**src/rtl/softint_pkg.sv**
```systemverilog
package softint_pkg;

   // Register-bus target encoding; shared by the write and read paths.
   typedef enum logic [1:0] {
      SEL_DIRECT = 2'd0,
      SEL_SET    = 2'd1,
      SEL_CLEAR  = 2'd2,
      SEL_LEVEL  = 2'd3
   } reg_sel_e;

   // Default geometry of the request word and the level field.
   localparam int unsigned DEF_REQ_BITS  = 17;
   localparam int unsigned DEF_LVL_BITS  = 4;
   localparam int unsigned DEF_TIMER_THR = 14;

endpackage

```
**src/rtl/softint_store.sv**
```systemverilog
module softint_store
   import softint_pkg::*;
#(
   parameter int unsigned REQ_BITS = DEF_REQ_BITS
) (
   input  logic                clk,
   input  logic                rst_n,
   input  logic                wr_en,
   input  reg_sel_e            wr_sel,
   input  logic [REQ_BITS-1:0] wr_data,
   input  logic                stb_lo,
   input  logic                stb_hi,
   output logic [REQ_BITS-1:0] req_q
);

   localparam int unsigned TOP = REQ_BITS - 1;

   logic [REQ_BITS-1:0] req_bus;
   logic [REQ_BITS-1:0] req_d;
   logic [REQ_BITS-1:0] stb_vec;

   // Bus-side update: the alias decides how the write data combines.
   always_comb begin
      req_bus = req_q;
      if (wr_en) begin
         case (wr_sel)
            SEL_DIRECT: req_bus = wr_data;
            SEL_SET:    req_bus = req_q | wr_data;
            SEL_CLEAR:  req_bus = req_q & ~wr_data;
            default:    req_bus = req_q;
         endcase
      end
   end

   // Strobe bits are ORed last so they win over any same-cycle write.
   always_comb begin
      stb_vec      = '0;
      stb_vec[0]   = stb_lo;
      stb_vec[TOP] = stb_hi;
      req_d        = req_bus | stb_vec;
   end

   always_ff @(posedge clk or negedge rst_n) begin
      if (!rst_n) req_q <= '0;
      else        req_q <= req_d;
   end

   a_r1_set_or: assert property (@(posedge clk) disable iff (!rst_n)
      (wr_en && wr_sel == SEL_SET)
      |=> ((req_q & $past(wr_data)) == $past(wr_data)));

   a_r2_clear_bits: assert property (@(posedge clk) disable iff (!rst_n)
      (wr_en && wr_sel == SEL_CLEAR && !stb_lo && !stb_hi)
      |=> ((req_q & $past(wr_data)) == '0));

   a_r3_direct_replace: assert property (@(posedge clk) disable iff (!rst_n)
      (wr_en && wr_sel == SEL_DIRECT && !stb_lo && !stb_hi)
      |=> (req_q == $past(wr_data)));

   a_r7_strobe_lo: assert property (@(posedge clk) disable iff (!rst_n)
      stb_lo |=> req_q[0]);

   a_r7_strobe_hi: assert property (@(posedge clk) disable iff (!rst_n)
      stb_hi |=> req_q[TOP]);

endmodule

```
**src/rtl/softint_level.sv**
```systemverilog
module softint_level #(
   parameter int unsigned LVL_BITS = 4
) (
   input  logic                clk,
   input  logic                rst_n,
   input  logic                lvl_we,
   input  logic [LVL_BITS-1:0] lvl_wdata,
   output logic [LVL_BITS-1:0] lvl_q
);

   always_ff @(posedge clk or negedge rst_n) begin
      if (!rst_n)      lvl_q <= '0;
      else if (lvl_we) lvl_q <= lvl_wdata;
   end

   a_r4_level_store: assert property (@(posedge clk) disable iff (!rst_n)
      lvl_we |=> (lvl_q == $past(lvl_wdata)));

   a_r4_level_hold: assert property (@(posedge clk) disable iff (!rst_n)
      !lvl_we |=> $stable(lvl_q));

endmodule

```
**src/rtl/softint_mask.sv**
```systemverilog
module softint_mask #(
   parameter int unsigned REQ_BITS  = 17,
   parameter int unsigned LVL_BITS  = 4,
   parameter int unsigned TIMER_THR = 14
) (
   input  logic                clk,
   input  logic                rst_n,
   input  logic [REQ_BITS-1:0] req,
   input  logic [LVL_BITS-1:0] lvl,
   output logic [REQ_BITS-1:0] pend_q
);

   localparam int unsigned TOP = REQ_BITS - 1;

   logic [REQ_BITS-1:0] hit;
   logic                timer_open;

   assign timer_open = (int'(lvl) < int'(TIMER_THR));

   // Timer-match bits use the fixed threshold; the rest use index > level.
   for (genvar i = 0; i < REQ_BITS; i++) begin : g_bit
      if (i == 0 || i == TOP) begin : g_timer
         assign hit[i] = req[i] & timer_open;
      end else begin : g_level
         assign hit[i] = req[i] & (int'(lvl) < i);

         a_r5_level_gate: assert property (@(posedge clk) disable iff (!rst_n)
            pend_q[i] |-> (int'($past(lvl)) < i));
      end
   end

   always_ff @(posedge clk or negedge rst_n) begin
      if (!rst_n) pend_q <= '0;
      else        pend_q <= hit;
   end

   a_r6_timer_gate: assert property (@(posedge clk) disable iff (!rst_n)
      (pend_q[0] || pend_q[TOP]) |-> (int'($past(lvl)) < int'(TIMER_THR)));

endmodule

```
**src/rtl/softint_ctrl.sv**
```systemverilog
module softint_ctrl
   import softint_pkg::*;
#(
   parameter int unsigned DATA_W    = 32,
   parameter int unsigned REQ_BITS  = DEF_REQ_BITS,
   parameter int unsigned LVL_BITS  = DEF_LVL_BITS,
   parameter int unsigned TIMER_THR = DEF_TIMER_THR
) (
   input  logic                clk,
   input  logic                rst_n,
   input  logic                wr_en,
   input  logic [1:0]          wr_sel,
   input  logic [DATA_W-1:0]   wr_data,
   input  logic [1:0]          rd_sel,
   output logic [DATA_W-1:0]   rd_data,
   input  logic                tick_match,
   input  logic                sys_match,
   output logic [REQ_BITS-1:0] pend,
   output logic                any_pend
);

   localparam int unsigned MAX_LVL = (1 << LVL_BITS) - 1;

   // Elaboration-time parameter checks.
   if (REQ_BITS < 3) begin : g_chk_req
      $error("REQ_BITS must be at least 3");
   end
   if (DATA_W < REQ_BITS || DATA_W < LVL_BITS) begin : g_chk_data
      $error("DATA_W must cover the request word and the level");
   end
   if (REQ_BITS - 2 > MAX_LVL + 1) begin : g_chk_lvl
      $error("LVL_BITS too narrow for the request word");
   end
   if (TIMER_THR > MAX_LVL + 1) begin : g_chk_thr
      $error("TIMER_THR out of level range");
   end

   reg_sel_e            wsel;
   logic [REQ_BITS-1:0] req_q;
   logic [LVL_BITS-1:0] lvl_q;
   logic                lvl_we;
   logic [DATA_W-1:0]   rd_req;
   logic [DATA_W-1:0]   rd_lvl;

   assign wsel   = reg_sel_e'(wr_sel);
   assign lvl_we = wr_en && (wsel == SEL_LEVEL);

   softint_store #(.REQ_BITS(REQ_BITS)) i_store (
      .clk     (clk),
      .rst_n   (rst_n),
      .wr_en   (wr_en),
      .wr_sel  (wsel),
      .wr_data (wr_data[REQ_BITS-1:0]),
      .stb_lo  (tick_match),
      .stb_hi  (sys_match),
      .req_q   (req_q)
   );

   softint_level #(.LVL_BITS(LVL_BITS)) i_level (
      .clk       (clk),
      .rst_n     (rst_n),
      .lvl_we    (lvl_we),
      .lvl_wdata (wr_data[LVL_BITS-1:0]),
      .lvl_q     (lvl_q)
   );

   softint_mask #(
      .REQ_BITS  (REQ_BITS),
      .LVL_BITS  (LVL_BITS),
      .TIMER_THR (TIMER_THR)
   ) i_mask (
      .clk    (clk),
      .rst_n  (rst_n),
      .req    (req_q),
      .lvl    (lvl_q),
      .pend_q (pend)
   );

   assign any_pend = |pend;

   // Zero-extension of the read words; the padding exists only if wider.
   if (DATA_W > REQ_BITS) begin : g_req_pad
      logic unused_wr_hi;
      assign unused_wr_hi = ^wr_data[DATA_W-1:REQ_BITS];
      assign rd_req = {{(DATA_W-REQ_BITS){1'b0}}, req_q};
   end else begin : g_req_full
      assign rd_req = req_q;
   end

   if (DATA_W > LVL_BITS) begin : g_lvl_pad
      assign rd_lvl = {{(DATA_W-LVL_BITS){1'b0}}, lvl_q};
   end else begin : g_lvl_full
      assign rd_lvl = lvl_q;
   end

   always_comb begin
      case (reg_sel_e'(rd_sel))
         SEL_LEVEL: rd_data = rd_lvl;
         default:   rd_data = rd_req;
      endcase
   end

   a_r5_pend_backed: assert property (@(posedge clk) disable iff (!rst_n)
      ((pend & ~$past(req_q)) == '0));

   a_r9_pend_tracks: assert property (@(posedge clk) disable iff (!rst_n)
      ($stable(req_q) && $stable(lvl_q)) |=> $stable(pend));

endmodule

```
**config.mk**
```make
export PLATFORM = sky130hd
export DESIGN_NAME = softint_ctrl
export DESIGN_NICKNAME = d
export VERILOG_FILES = /design/src/rtl/softint_pkg.sv /design/src/rtl/softint_store.sv /design/src/rtl/softint_level.sv /design/src/rtl/softint_mask.sv /design/src/rtl/softint_ctrl.sv
export SDC_FILE = /design/constraint.sdc
export NUM_CORES = 1
export LEC_CHECK = 0
export BUFFER_PORTS_ARGS = -buffer_cell sky130_fd_sc_hd__buf_2
export CORE_ASPECT_RATIO = 1.25
export CORE_MARGIN = 10
export CORE_UTILIZATION = 47
export CTS_BUF_LIST = sky130_fd_sc_hd__clkbuf_2
export CTS_CLUSTER_SIZE = 16
export DETAILED_ROUTE_END_ITERATION = 6
export GPL_ROUTABILITY_DRIVEN = 0
export PLACE_DENSITY = 0.82
export SLEW_MARGIN = 10
export SYNTH_ARGS = -nofsm -noshare
export SYNTH_HDL_FRONTEND = slang
export SYNTH_HIERARCHICAL = 1
export SYNTH_SLANG_ARGS = --single-unit
```
**constraint.sdc**
```tcl
create_clock -name clk -period 1.5 [get_ports clk]
set_clock_uncertainty 0.2 [all_clocks]
set_input_delay 0.15 -clock clk [delete_from_list [all_inputs] [get_ports clk]]
set_output_delay 0.15 -clock clk [all_outputs]
set_load 0.005 [all_outputs]
```
Word level (Yosys, flattened, before mapping) --
Cells that the tools add are included.
Word-level totals: logic and storage cells 49, bits in latches 0, register bits after elaboration 38, ROM bits 0, bits of input ports 41, bits in writable memories 0, memories 0
Cells by class: multiply operators 0, bitwise logic cells 21, add/sub/neg operators 0, shift operators 0, muxes and demuxes 3, eq/ne operators 4, magnitude comparators 15, reductions and logical operators 3, div/mod/pow operators 0
Operators with widths (count):
- one-hot mux 17 bit (3 select lines) | 1
- 2-to-1 mux 17 bit | 2
- OR 17 bit | 2
- < comparator 4 bit, second input constant | 8
- bitwise AND 1 bit | 17
- bitwise AND 17 bit | 1
- NOT 17 bit | 1
- OR reduction 17 bit | 1
- < comparator 4 x 3 -> 1 bit, second input constant | 4
- < comparator 4 x 2 -> 1 bit, second input constant | 2
- == test 2 bit, second input constant | 3
- < comparator 4 x 1 -> 1 bit, second input constant | 1
- == test 2 x 1 -> 1 bit, second input constant | 1
- zero test 2 bit | 1
- logical AND 1 bit | 1

Depth between registers and ports, before layout --
Gate-level depths: netlist of the first run.
depth in word-level cells 5, mapped depth 4

Modules after synthesis --
Netlist of the first run, hierarchy kept.
Modules (own cells, without submodules):
- softint_store | area an instance 730.7 um^2, seq. area each 425.4 um^2, times used 1, cells an instance 58
- softint_mask | area an instance 630.6 um^2, seq. area each 425.4 um^2, times used 1, cells an instance 48
- softint_ctrl | area an instance 292.8 um^2, seq. area each 0.0 um^2, times used 1, cells an instance 42
- softint_level | area an instance 145.1 um^2, seq. area each 100.1 um^2, times used 1, cells an instance 8

Worst setup path after synthesis of the first run --
OpenSTA, ideal clock, no wires.
path kind flip-flop to output port, start register i_mask.pend_q[8], end output any_pend, path slack 0.009 ns, stages on the path, launching flop included 4, path buffers 0, arrival 1.141 ns, path through dfrtp_1 -> nor4_1 -> nand4_1 -> or4_1
On the way: word-level cells in the longest chain between the ends 1
Ends and longest elaborated chain:
- start: declaration | RTL line softint_mask.sv:10 | output logic [REQ_BITS-1:0] pend_q
- start signal: assignment | RTL line softint_mask.sv:34 | else pend_q <= hit;
- OR reduction 17 bit | RTL line softint_ctrl.sv:79 | assign any_pend = |pend;
- end: declaration | RTL line softint_ctrl.sv:19 | output logic any_pend
No other way between the ends.

Worst setup path after layout of the first run --
Ends and elaborated chain as after synthesis.

==> summary.txt, run 1 <==
Status
  – Status: finished with violations
  – Failing checks: negative setup slack

STA
  – Final Slew Violations: 0
  – Final setup fails: 5
  – Period utilisation layout: 139%
  – Final worst setup slack: -0.587 ns
  – Endpoints failing hold: 0
  – RSZ-0062 raised after global routing: yes
  – Maximum clock frequency: 479 MHz
  – Hold WS: 0.0264 ns
  – Crit path time final: 2.09 ns

Pwr
  – Net Sw Frac: 30.9%
  – Leak Pwr: 1.29 nW
  – Peak VDD IR: 628 uV
  – P per Cell Area: 999 mW/mm^2
  – Pwr Total: 2.54 mW
  – Combinational share of power: between 30 and 40%
  – Sequential share of power: 51.1%
  – Sw Pwr: 0.787 mW
  – Power share of the clock group: 15.7%
  – Internal Pwr Total: about 1.8 mW

Clocking
  – CTS Buf Count: 5
  – Reg clk slew, reported paths: 0.18 ns
  – CTS root buf: clkbuf_2
  – CTS Buffer Depth: 2
  – Clock Sinks: 38
  – Worst-Skew Late Latency: 0.39 ns
  – CTS H-tree depth: 2
  – CTS tree: built

Detailed routing
  – DRT iter0 DRCs: 63
  – Drt pass-1 iters: 4
  – Vias: 1,620
  – Routed Antenna Nets: 0
  – Final wirelength: 5.50 mm
  – WL/cell: 18.1 um
  – Residual DRC: 0
  – Vias per Instance: 5.33

Floorplanning
  – Die H: 89.2 um
  – Row cnt: 25
  – Starting Density: 47.9%
  – Die Wd: 75.3 um
  – Ports: 91
  – Die area: 0.00672 mm^2
  – Core ar.: 0.00375 mm^2

Critical path
  – Delay-heaviest family, CP: simple AND/OR/NAND/NOR gates
  – Crit path buffers/inverters: 1
  – CP arrival: 1.74 ns
  – CP max stage delay: around 0.44 ns
  – Cells along the critical path: nor4_4 -> nand4_1 -> or4_1 -> buf_2
  – CP Depth: 4
  – CP max FO: 2
  – Worst r2r dst: i_mask/pend_q[9]
  – Worst R2R Setup Slack: 0.24 ns
  – R2R depth: 3
  – WS Path Type: reg -> out
  – Kind of start point of the critical path: flop
  – Slowest-stage cell, CP: dfrtp_1
  – Critical Path Sink: any_pend
  – CP startpoint: i_mask/pend_q[8]
  – CP endpoint kind: output pin
  – Crit path required time: between 1 and 1.5 ns
  – Reg-to-Reg Start: i_level/lvl_q[2]

Final layout
  – Area delta synth->final: 41.4%
  – Post-layout util: 67.8%
  – Final nets: 304
  – Design area: ~0.0025 mm^2
  – Layout cell share with drive strength beyond 1: 42.0%

Logic synthesis
  – Synthesized cell area: 0.00180 mm^2
  – Register area share after synthesis: 52.9%
  – Post-Syn Instances: between 150 and 200
  – Ys Warns: 6
  – Distinct cell type count after synthesis: 34
  – Post-synthesis area per instance: 11.5 um^2
  – Synthesis-stage register bit count: 38

Global routing
  – Vias in the first global route: 1,649
  – First-pass GRT wire length: 8.16 mm
  – All-layer global routing usage: between 10% and 20%
  – Grt total ovfl: 0
  – Initial antenna violation count: 2
  – Largest net degree at the start of global routing: 21

Place
  – Buffers on Ports: 60
  – Placed cell areas: 0.00211 mm^2
  – DP Wirelength: 3.60 mm

Run
  – Max Cap Viol: 0

Worst hold path
  – Hold Path Class: in -> async
[metal layers]
layer	vias up	wire, um	GRT usage, %
met5	-	0	0
met4	0	190	10.5
met3	17	451	4.33
met2	83	2880	27.4
met1	782	1980	16.9
li1	738	-	-
[worst reg2reg max path, stage by stage, from the launching register on]
cell and delay (ns):
dfrtp_2 0.45, buf_4 0.17, o31ai_1 0.23, and2_1 0.16
[logic make-up after synthesis]
family / synth area share (%)
muxes: 5.01
buffers and inverters: 11.1
DFF: 52.9
AOI/OAI and AO/OA: 16.9
and+or+nand+nor: 13.9
other: 0.208
[area by class of cell]
class / count / area [um^2]
antenna: 2 / 5.00
clock buffer: 5 / 25.0
clock inverter: 1 / 3.75
fill: 285 / 1210
inverter: 3 / 11.3
multi-input combinational: 106 / 731
sequential: 38 / 956
tap: 40 / 50.0
timing repair buffer: 109 / 763
[layout by cell type, fill, tap and decap left out, types with 2 or more instances in the layout]
cell type | Yosys | layout
dfrtp_1 | 38 | 34
conb_1 | 1 | 15
inv_1 | 2 | 2
and2_1 | 20 | 20
buf_2 | 1 | 55
and3_1 | 3 | 3
dlygate4sd3_1 | 0 | 22
nor2_1 | 3 | 3
o21ai_1 | 11 | 13
o21ai_0 | 7 | 5
dfrtp_2 | 0 | 4
mux2_2 | 8 | 7
nand2_1 | 3 | 3
nor2b_4 | 1 | 2
a221o_1 | 2 | 2
a22o_1 | 15 | 15
buf_4 | 16 | 27
o21a_1 | 2 | 2
diode_2 | 0 | 2
clkbuf_2 | 0 | 5
buf_6 | 4 | 4
[repair_timing]
| item | CTS | global route |
|---|---|---|
| setup buffers | 8 | 10 |
| hold endpoints to repair | 59 | 3 |
| pin swaps | 1 | 2 |
| hold buffers | 24 | 1 |
| endpoints found under the setup margin | 5 | 18 |
| gates resized for setup | 5 | 10 |
| cloned | 0 | 0 |
[power groups by stage]
stage                     logic (mW)  clock network [mW]  registers [mW]
after detailed placement       0.583                   0            1.35
after CTS                      0.755               0.404            1.28
after global placement         0.567                   0            1.34
final                          0.843               0.400            1.30
after floorplan                0.363                   0            1.29
after global routing           0.925               0.458            1.32
[stage by stage]
step / worst slack [ns] / instances / TNS [ns]
5_1_grt: -0.682 / 304 / -1.23
2_1_floorplan: 0.00892 / 170 / 0
4_1_cts: -0.652 / 296 / -0.890
6_report: -0.587 / 304 / -0.866
3_3_place_gp: -0.274 / 258 / -0.274
3_5_place_dp: -0.292 / 258 / -0.292
[sequential cells by signal (all words and copies together), names as in the netlist]
register	flops
i_store/req_q	17
i_level/lvl_q	4
i_mask/pend_q	17
[synthesized netlist by cell type]
cell type,n,share of area (%)
a211oi_1,1,0.42
a21boi_1,1,0.42
a21o_1,1,0.42
a221o_1,2,1.1
a22o_1,15,7.3
a311oi_1,1,0.49
and2_1,20,7.0
and3_1,3,1.0
and3b_1,1,0.49
buf_2,1,0.28
buf_4,16,6.7
buf_6,4,2.5
buf_8,1,0.83
clkbuf_1,1,0.21
conb_1,1,0.21
dfrtp_1,38,53
inv_1,2,0.42
inv_2,1,0.21
mux2_2,8,5.0
nand2_1,3,0.63
nand3_1,1,0.28
nand4_1,1,0.35
nor2_1,3,0.63
nor2b_1,1,0.35
nor2b_2,1,0.49
nor2b_4,1,0.76
nor4_1,3,1.0
nor4b_1,1,0.49
o21a_1,2,0.83
o21ai_0,7,1.9
o21ai_1,11,3.1
o21ai_2,1,0.49
o31ai_1,1,0.42
or4_1,1,0.42
[worst min path at each step]
stage                   start           endpoint
finish                  rst_n  i_store/req_q[11]
floorplan               rst_n   i_level/lvl_q[0]
CTS                     rst_n  i_store/req_q[11]
detailed placement      rst_n  i_store/req_q[11]
global placement        rst_n  i_store/req_q[11]
global route        wr_sel[1]  i_store/req_q[13]
No activity file was read; power rests on OpenSTA's default activity.
==> inputs of run 2 (changes only) <==
--- a/config.mk
+++ b/config.mk
@@ -8,14 +8,13 @@
 export BUFFER_PORTS_ARGS = -buffer_cell sky130_fd_sc_hd__buf_2
 export CORE_ASPECT_RATIO = 1.25
 export CORE_MARGIN = 10
-export CORE_UTILIZATION = 47
+export CORE_UTILIZATION = 46
 export CTS_BUF_LIST = sky130_fd_sc_hd__clkbuf_2
 export CTS_CLUSTER_SIZE = 16
 export DETAILED_ROUTE_END_ITERATION = 6
 export GPL_ROUTABILITY_DRIVEN = 0
-export PLACE_DENSITY = 0.82
+export PLACE_DENSITY = 0.81
 export SLEW_MARGIN = 10
 export SYNTH_ARGS = -nofsm -noshare
 export SYNTH_HDL_FRONTEND = slang
-export SYNTH_HIERARCHICAL = 1
 export SYNTH_SLANG_ARGS = --single-unit
==> summary.txt, run 2 <==
Logic synthesis
  – Post-Syn Instances: approximately 160
  – Ys Warns: 0
  – Synthesized cell area: 0.00174 mm^2
  – Synth top area share: between 50% and 60%
  – Post-synthesis area per instance: about 11 um^2
  – Register area share after synthesis: 54.7%
  – EDFF count, synth: 0
  – Asr flop ratio synth: 100%
  – Distinct cell type count after synthesis: 29
  – Synth area leaders: dfrtp_1, a22o_1, and2_1
  – Synth top cells by count: dfrtp_1, o21ai_0, and2_1, a22o_1, buf_4
  – Top-count cell post-synth: dfrtp_1
  – Cell taking the most area after synthesis: dfrtp_1
  – Synthesis-stage register bit count: 38
  – Dominant synthesized flop cell: dfrtp_1

Global routing
  – Initial antenna violation count: 0
  – Largest net degree at the start of global routing: 18
  – All-layer global routing usage: approximately 15%
  – First-pass GRT wire length: ~8 mm
  – Grt total ovfl: 0
  – Vias in the first global route: between 1,500 and 2,000

Final layout
  – Sequential Area: 955 um^2
  – Most common cell after layout, fill and taps aside: buf_2
  – Most frequent cells in the layout: buf_2, dfrtp_1, buf_4
  – Layout cell share with drive strength beyond 1: a little over two fifths
  – Area occupied by multi-input gates: ~700 um^2
  – Filler cell count: 260
  – Biggest regs: i_mask.pend_q (17), i_store.req_q (17), i_level.lvl_q (4)
  – Area delta synth->final: 43.1%
  – Post-layout util: 69.6%
  – Final nets: 299
  – Antenna diodes: 0

Pwr
  – Leak Pwr: ~1.3 nW
  – Power share of the clock group: 17.3%
  – Pwr Total: 2.50 mW
  – Sw Pwr: 0.762 mW
  – Internal Pwr Total: 1.74 mW
  – Peak VDD IR: 551 uV
  – Net Sw Frac: a little under a third
  – Sequential share of power: 51.5%
  – Combinational share of power: a little under a third
  – P per Cell Area: 1000 mW/mm^2

Floorplanning
  – Row cnt: 24
  – Ports: 91
  – Core ar.: 0.00357 mm^2
  – Starting Density: 48.7%
  – Die area: 0.00666 mm^2
  – Die Wd: roughly 75 um
  – Die H: 88.7 um

Place
  – DP Wirelength: 3.52 mm
  – Buffers on Ports: 60
  – Place WS: -0.201 ns

Detailed routing
  – Vias: 1,569
  – Residual DRC: 0
  – WL/cell: around 17 um
  – DRT iter0 DRCs: 107
  – Vias per Instance: between 5 and 6
  – Final wirelength: 5.11 mm
  – Drt pass-1 iters: 4
  – Routed Antenna Nets: 0

STA
  – Final Slew Violations: 0
  – Crit path time final: 2.11 ns
  – Worst-margin pin slew: roughly 0.67 ns
  – Final worst setup slack: -0.613 ns
  – Maximum clock frequency: 473 MHz
  – Period utilisation layout: 141%
  – Final setup fails: 5
  – RSZ-0062 raised after global routing: yes
  – Endpoints failing hold: 2
  – Hold WS: -0.0178 ns
  – Relative slew slack: 55.3%

Clocking
  – CTS Buf Count: 5
  – CTS tree: built
  – Reg clk slew, reported paths: 0.19 ns
  – Clock Sinks: 38
  – CTS Buffer Depth: 2
  – Worst-Skew Late Latency: 0.39 ns
  – CTS H-tree depth: 2
  – CTS root buf: clkbuf_2

Critical path
  – Crit path required time: 1.15 ns
  – Reg-to-Reg Start: i_level.lvl_q[0]
  – CP max FO: 2
  – Kind of start point of the critical path: flop
  – Slowest-stage cell, CP: dfrtp_1
  – CP startpoint: i_mask.pend_q[2]
  – CP endpoint kind: output pin
  – CP max stage delay: 0.44 ns
  – CP arrival: 1.76 ns
  – WS Path Type: reg -> out
  – Cells along the critical path: nor4_2 -> nand4_1 -> or4_1 -> buf_2

Run
  – Max Cap Viol: 0

Worst hold path
  – Hold Path Class: in -> async

Status
  – Status: finished with violations
  – Failing checks: negative hold slack, negative setup slack
## run 2: changes by cell type in the layout (fill, tap and decap cells not counted), sizes merged, moves of 2 or more
cell | before | now
dlygate4sd3 | 22 | 20
a21oi | 0 | 2
diode | 2 | 0
and2 | 20 | 18
buf | 87 | 84
## run 2: metal layers
| metal | part of all wire, % | global-route usage, % | vias up |
|---|---|---|---|
| met2 | 53 | 27.2 | 68 |
| met3 | 6.2 | 4.15 | 11 |
| met5 | 0 | 0 | - |
| li1 | - | - | 736 |
| met1 | 39 | 16.8 | 754 |
| met4 | 2.5 | 7.24 | 0 |
## run 2: final timing paths
path,end,slack (ns),depth (start not counted)
max in group asynchronous,i_level.lvl_q[3],0.62,3
hold reg to reg,i_mask.pend_q[4],0.35,1
hold / removal,i_mask.pend_q[2],-0.02,2
min in group clk,i_level.lvl_q[1],0.06,3
setup reg to reg,i_mask.pend_q[7],0.20,3
setup / recovery,any_pend,-0.61,4
## run 2: cells by family (layout without fill, tap and decap cells)
kind of cell	Yosys count	count (layout)	synth area share, %
AOI/OAI and AO/OA	44	44	17.4
and+or+nand+nor	39	39	13.5
muxes	8	8	5.18
buffers and inverters	26	115	9.06
DFF	38	38	54.7
other	1	15	0.216
## run 2: cell type report
type                    count  area share [%]
flip-flops and latches     38            38.4
inverters                   3           0.452
multi-input cells         106            28.8
repair buffers            104            28.9
clock inverters             2           0.352
well taps                  39            1.96
clock buffers               6            1.21
## run 2: through the flow
step	TNS, ns	instance area (um^2)	hold slack (ns)	std cells
finish	-0.862	2490	-0.0178	298
global route	-1.35	2490	-0.00504	298
CTS	-0.900	2420	0.0351	290
detailed placement	-0.201	2060	-0.129	253
global placement	-0.189	2060	-0.132	253
floorplan	0	1790	-0.346	170
## run 2: critical path, delay by kind of cell, from the launching register on
family | cells | cell delay (ns)
DFF | 1 | 0.44
buffers and inverters | 1 | 0.14
and+or+nand+nor | 3 | 0.79
## run 2: what timing repair did
action / CTS / global route
pin swaps: 1 / 2
gates resized for setup: 11 / 4
hold endpoints to repair: 59 / 0
endpoints found under the setup margin: 5 / 25
buffers inserted: 8 / 9
hold buffers: 21 / 0
gates cloned: 0 / 0
## run 2: power by group through the flow
| stage | clock network [mW] | registers, mW | logic, mW |
|---|---|---|---|
| detailed placement | 0 | 1.34 | 0.539 |
| global placement | 0 | 1.33 | 0.529 |
| floorplan | 0 | 1.29 | 0.325 |
| finish | 0.431 | 1.29 | 0.780 |
| global route | 0.494 | 1.31 | 0.857 |
| CTS | 0.439 | 1.28 | 0.717 |
==> inputs of run 3 (changes only) <==
--- a/config.mk
+++ b/config.mk
@@ -5,15 +5,15 @@
 export SDC_FILE = /design/constraint.sdc
 export NUM_CORES = 1
 export LEC_CHECK = 0
-export BUFFER_PORTS_ARGS = -buffer_cell sky130_fd_sc_hd__buf_2
 export CORE_ASPECT_RATIO = 1.25
 export CORE_MARGIN = 10
-export CORE_UTILIZATION = 46
+export CORE_UTILIZATION = 61
 export CTS_BUF_LIST = sky130_fd_sc_hd__clkbuf_2
 export CTS_CLUSTER_SIZE = 16
 export DETAILED_ROUTE_END_ITERATION = 6
+export DONT_BUFFER_PORTS = 1
 export GPL_ROUTABILITY_DRIVEN = 0
-export PLACE_DENSITY = 0.81
+export PLACE_DENSITY = 0.77
 export SLEW_MARGIN = 10
 export SYNTH_ARGS = -nofsm -noshare
 export SYNTH_HDL_FRONTEND = slang
==> summary.txt, run 3 (synthesized netlist as in run 2, its figures left out) <==
Run
  – Max Cap Viol: 0

Critical path
  – Crit path required time: 1.15 ns
  – Worst R2R Setup Slack: 0.18 ns
  – Worst r2r dst: i_mask.pend_q[11]
  – Kind of start point of the critical path: flop
  – WS Path Type: reg -> out
  – CP arrival: 1.67 ns
  – CP max FO: 2
  – Reg-to-Reg Start: i_level.lvl_q[1]
  – R2R depth: 4
  – CP endpoint kind: output pin

Worst hold path
  – Hold Path Class: in -> reg
  – WHS Endpoint: i_store.req_q[5]
  – Hold Path Stages: 3
  – Hold Path Origin: wr_sel[0]

STA
  – Worst-margin pin slew: ~0.69 ns
  – Period utilisation layout: 135%
  – Hold WS: 0.0466 ns
  – Relative slew slack: 53.6%
  – Sum Neg Setup Slack: -0.518 ns
  – Maximum clock frequency: ~500 MHz
  – Endpoints failing hold: 0
  – RSZ-0062 raised after global routing: yes
  – Final worst setup slack: -0.518 ns
  – Final Slew Violations: 0
  – Final setup fails: 1
  – Crit path time final: 2.02 ns

Place
  – Buffers on Ports: 0
  – Place WS: -0.223 ns
  – Placed cell areas: approximately 0.0018 mm^2
  – DP Wirelength: 3.25 mm

Clocking
  – CTS root buf: clkbuf_2
  – Clock Sinks: 38
  – CTS Buffer Depth: 2
  – CTS tree: built
  – Worst-Skew Late Latency: approximately 0.40 ns
  – CTS H-tree depth: 2
  – Reg clk slew, reported paths: between 0.15 and 0.2 ns
  – CTS Buf Count: 5

Final layout
  – Most frequent cells in the layout: dfrtp_1, dlygate4sd3_1, buf_4
  – Post-layout util: between 80% and 90%
  – Most common cell after layout, fill and taps aside: dfrtp_1
  – Design area: 0.00223 mm^2
  – Biggest regs: i_mask.pend_q (17), i_store.req_q (17), i_level.lvl_q (4)
  – Antenna diodes: 0
  – Filler cell count: 165
  – Layout cell share with drive strength beyond 1: 24.4%
  – Final nets: around 250
  – Area delta synth->final: 28.5%

Floorplanning
  – Core ar.: 0.00271 mm^2
  – Die area: 0.00540 mm^2
  – Ports: 91
  – Die H: 79.7 um
  – Row cnt: 21
  – Die Wd: 67.8 um
  – Starting Density: 64.3%

Pwr
  – Leak Pwr: 1.04 nW
  – Peak VDD IR: slightly below 800 uV
  – P per Cell Area: 1060 mW/mm^2

Detailed routing
  – Vias: around 1,400
  – Final wirelength: around 4.7 mm
  – Drt pass-1 iters: 4
  – Routed Antenna Nets: 0
  – Residual DRC: 0
  – Vias per Instance: 5.74
  – DRT iter0 DRCs: 65
  – WL/cell: between 15 and 20 um

Global routing
  – Grt total ovfl: 0
  – All-layer global routing usage: 17.1%
  – First-pass GRT wire length: 7.00 mm
  – Vias in the first global route: 1,409
  – Largest net degree at the start of global routing: 39
  – Initial antenna violation count: 0

Status
  – Failing checks: negative setup slack
  – Status: finished with violations
## run 3: cell count changes in the layout (fill, tap and decap cells not counted), moves of 2 or more
| cell | previous run | this run |
|---|---|---|
| buf_2 | 56 | 0 |
| mux2_4 | 2 | 4 |
| mux2_2 | 6 | 4 |
| dlygate4sd3_1 | 20 | 25 |
| buf_6 | 4 | 0 |
## run 3: worst max-delay path, cell delays in order, from the launching register on
cell	delay, ns
dfrtp_1	0.43
nor4_4	0.30
nand4_1	0.13
or4_4	0.43
## run 3: cell type report
cell class                      instances  area [um^2]  area share [%]
Clock inverter                          2         8.76           0.392
Clock buffer                            6         30.0            1.34
Tap cell                               34         42.5            1.90
Inverter                                3         11.3           0.504
Timing Repair Buffer                   50          450            20.2
Multi-Input combinational cell        106          736            32.9
Sequential cell                        38          956            42.8
## run 3: repair_timing
action	CTS	global route
resized for setup	7	7
pin swaps	2	2
endpoints found under the hold margin	59	15
buffers inserted	7	1
endpoints found under the setup margin	5	6
hold buffers	25	1
## run 3: routing by layer
| layer | wire [um] | global-route usage (%) |
|---|---|---|
| met4 | 56 | 8.02 |
| met1 | 1750 | 19.6 |
| met2 | 2440 | 26.8 |
| met5 | 0 | 0 |
| met3 | 489 | 6.88 |
## run 3: how the worst max path moves through the flow
stage / start / to / slack, ns / cells after the start
floorplan: i_mask.pend_q[8] / any_pend / 0.009 / 3
global placement: i_mask.pend_q[4] / any_pend / -0.15 / 3
detailed placement: i_mask.pend_q[4] / any_pend / -0.22 / 3
CTS: i_mask.pend_q[16] / any_pend / -0.55 / 3
global route: i_mask.pend_q[8] / any_pend / -0.63 / 3
finish: i_mask.pend_q[4] / any_pend / -0.52 / 3
## run 3: per-stage QoR
stage | std cells | power (mW)
final | 239 | 2.37
after global routing | 239 | 2.53
after CTS | 237 | 2.33
after detailed placement | 197 | 1.77
after global placement | 197 | 1.74
after floorplan | 170 | 1.61
## run 3: power by group
group	switching, mW	leakage, nW	total [mW]	internal [mW]
Sequential	0.125	0.457	1.31	1.18
Clock	0.307	0.0304	0.422	0.114
Combinational	0.300	0.551	0.642	0.342
Total	0.733	1.04	2.37	1.64
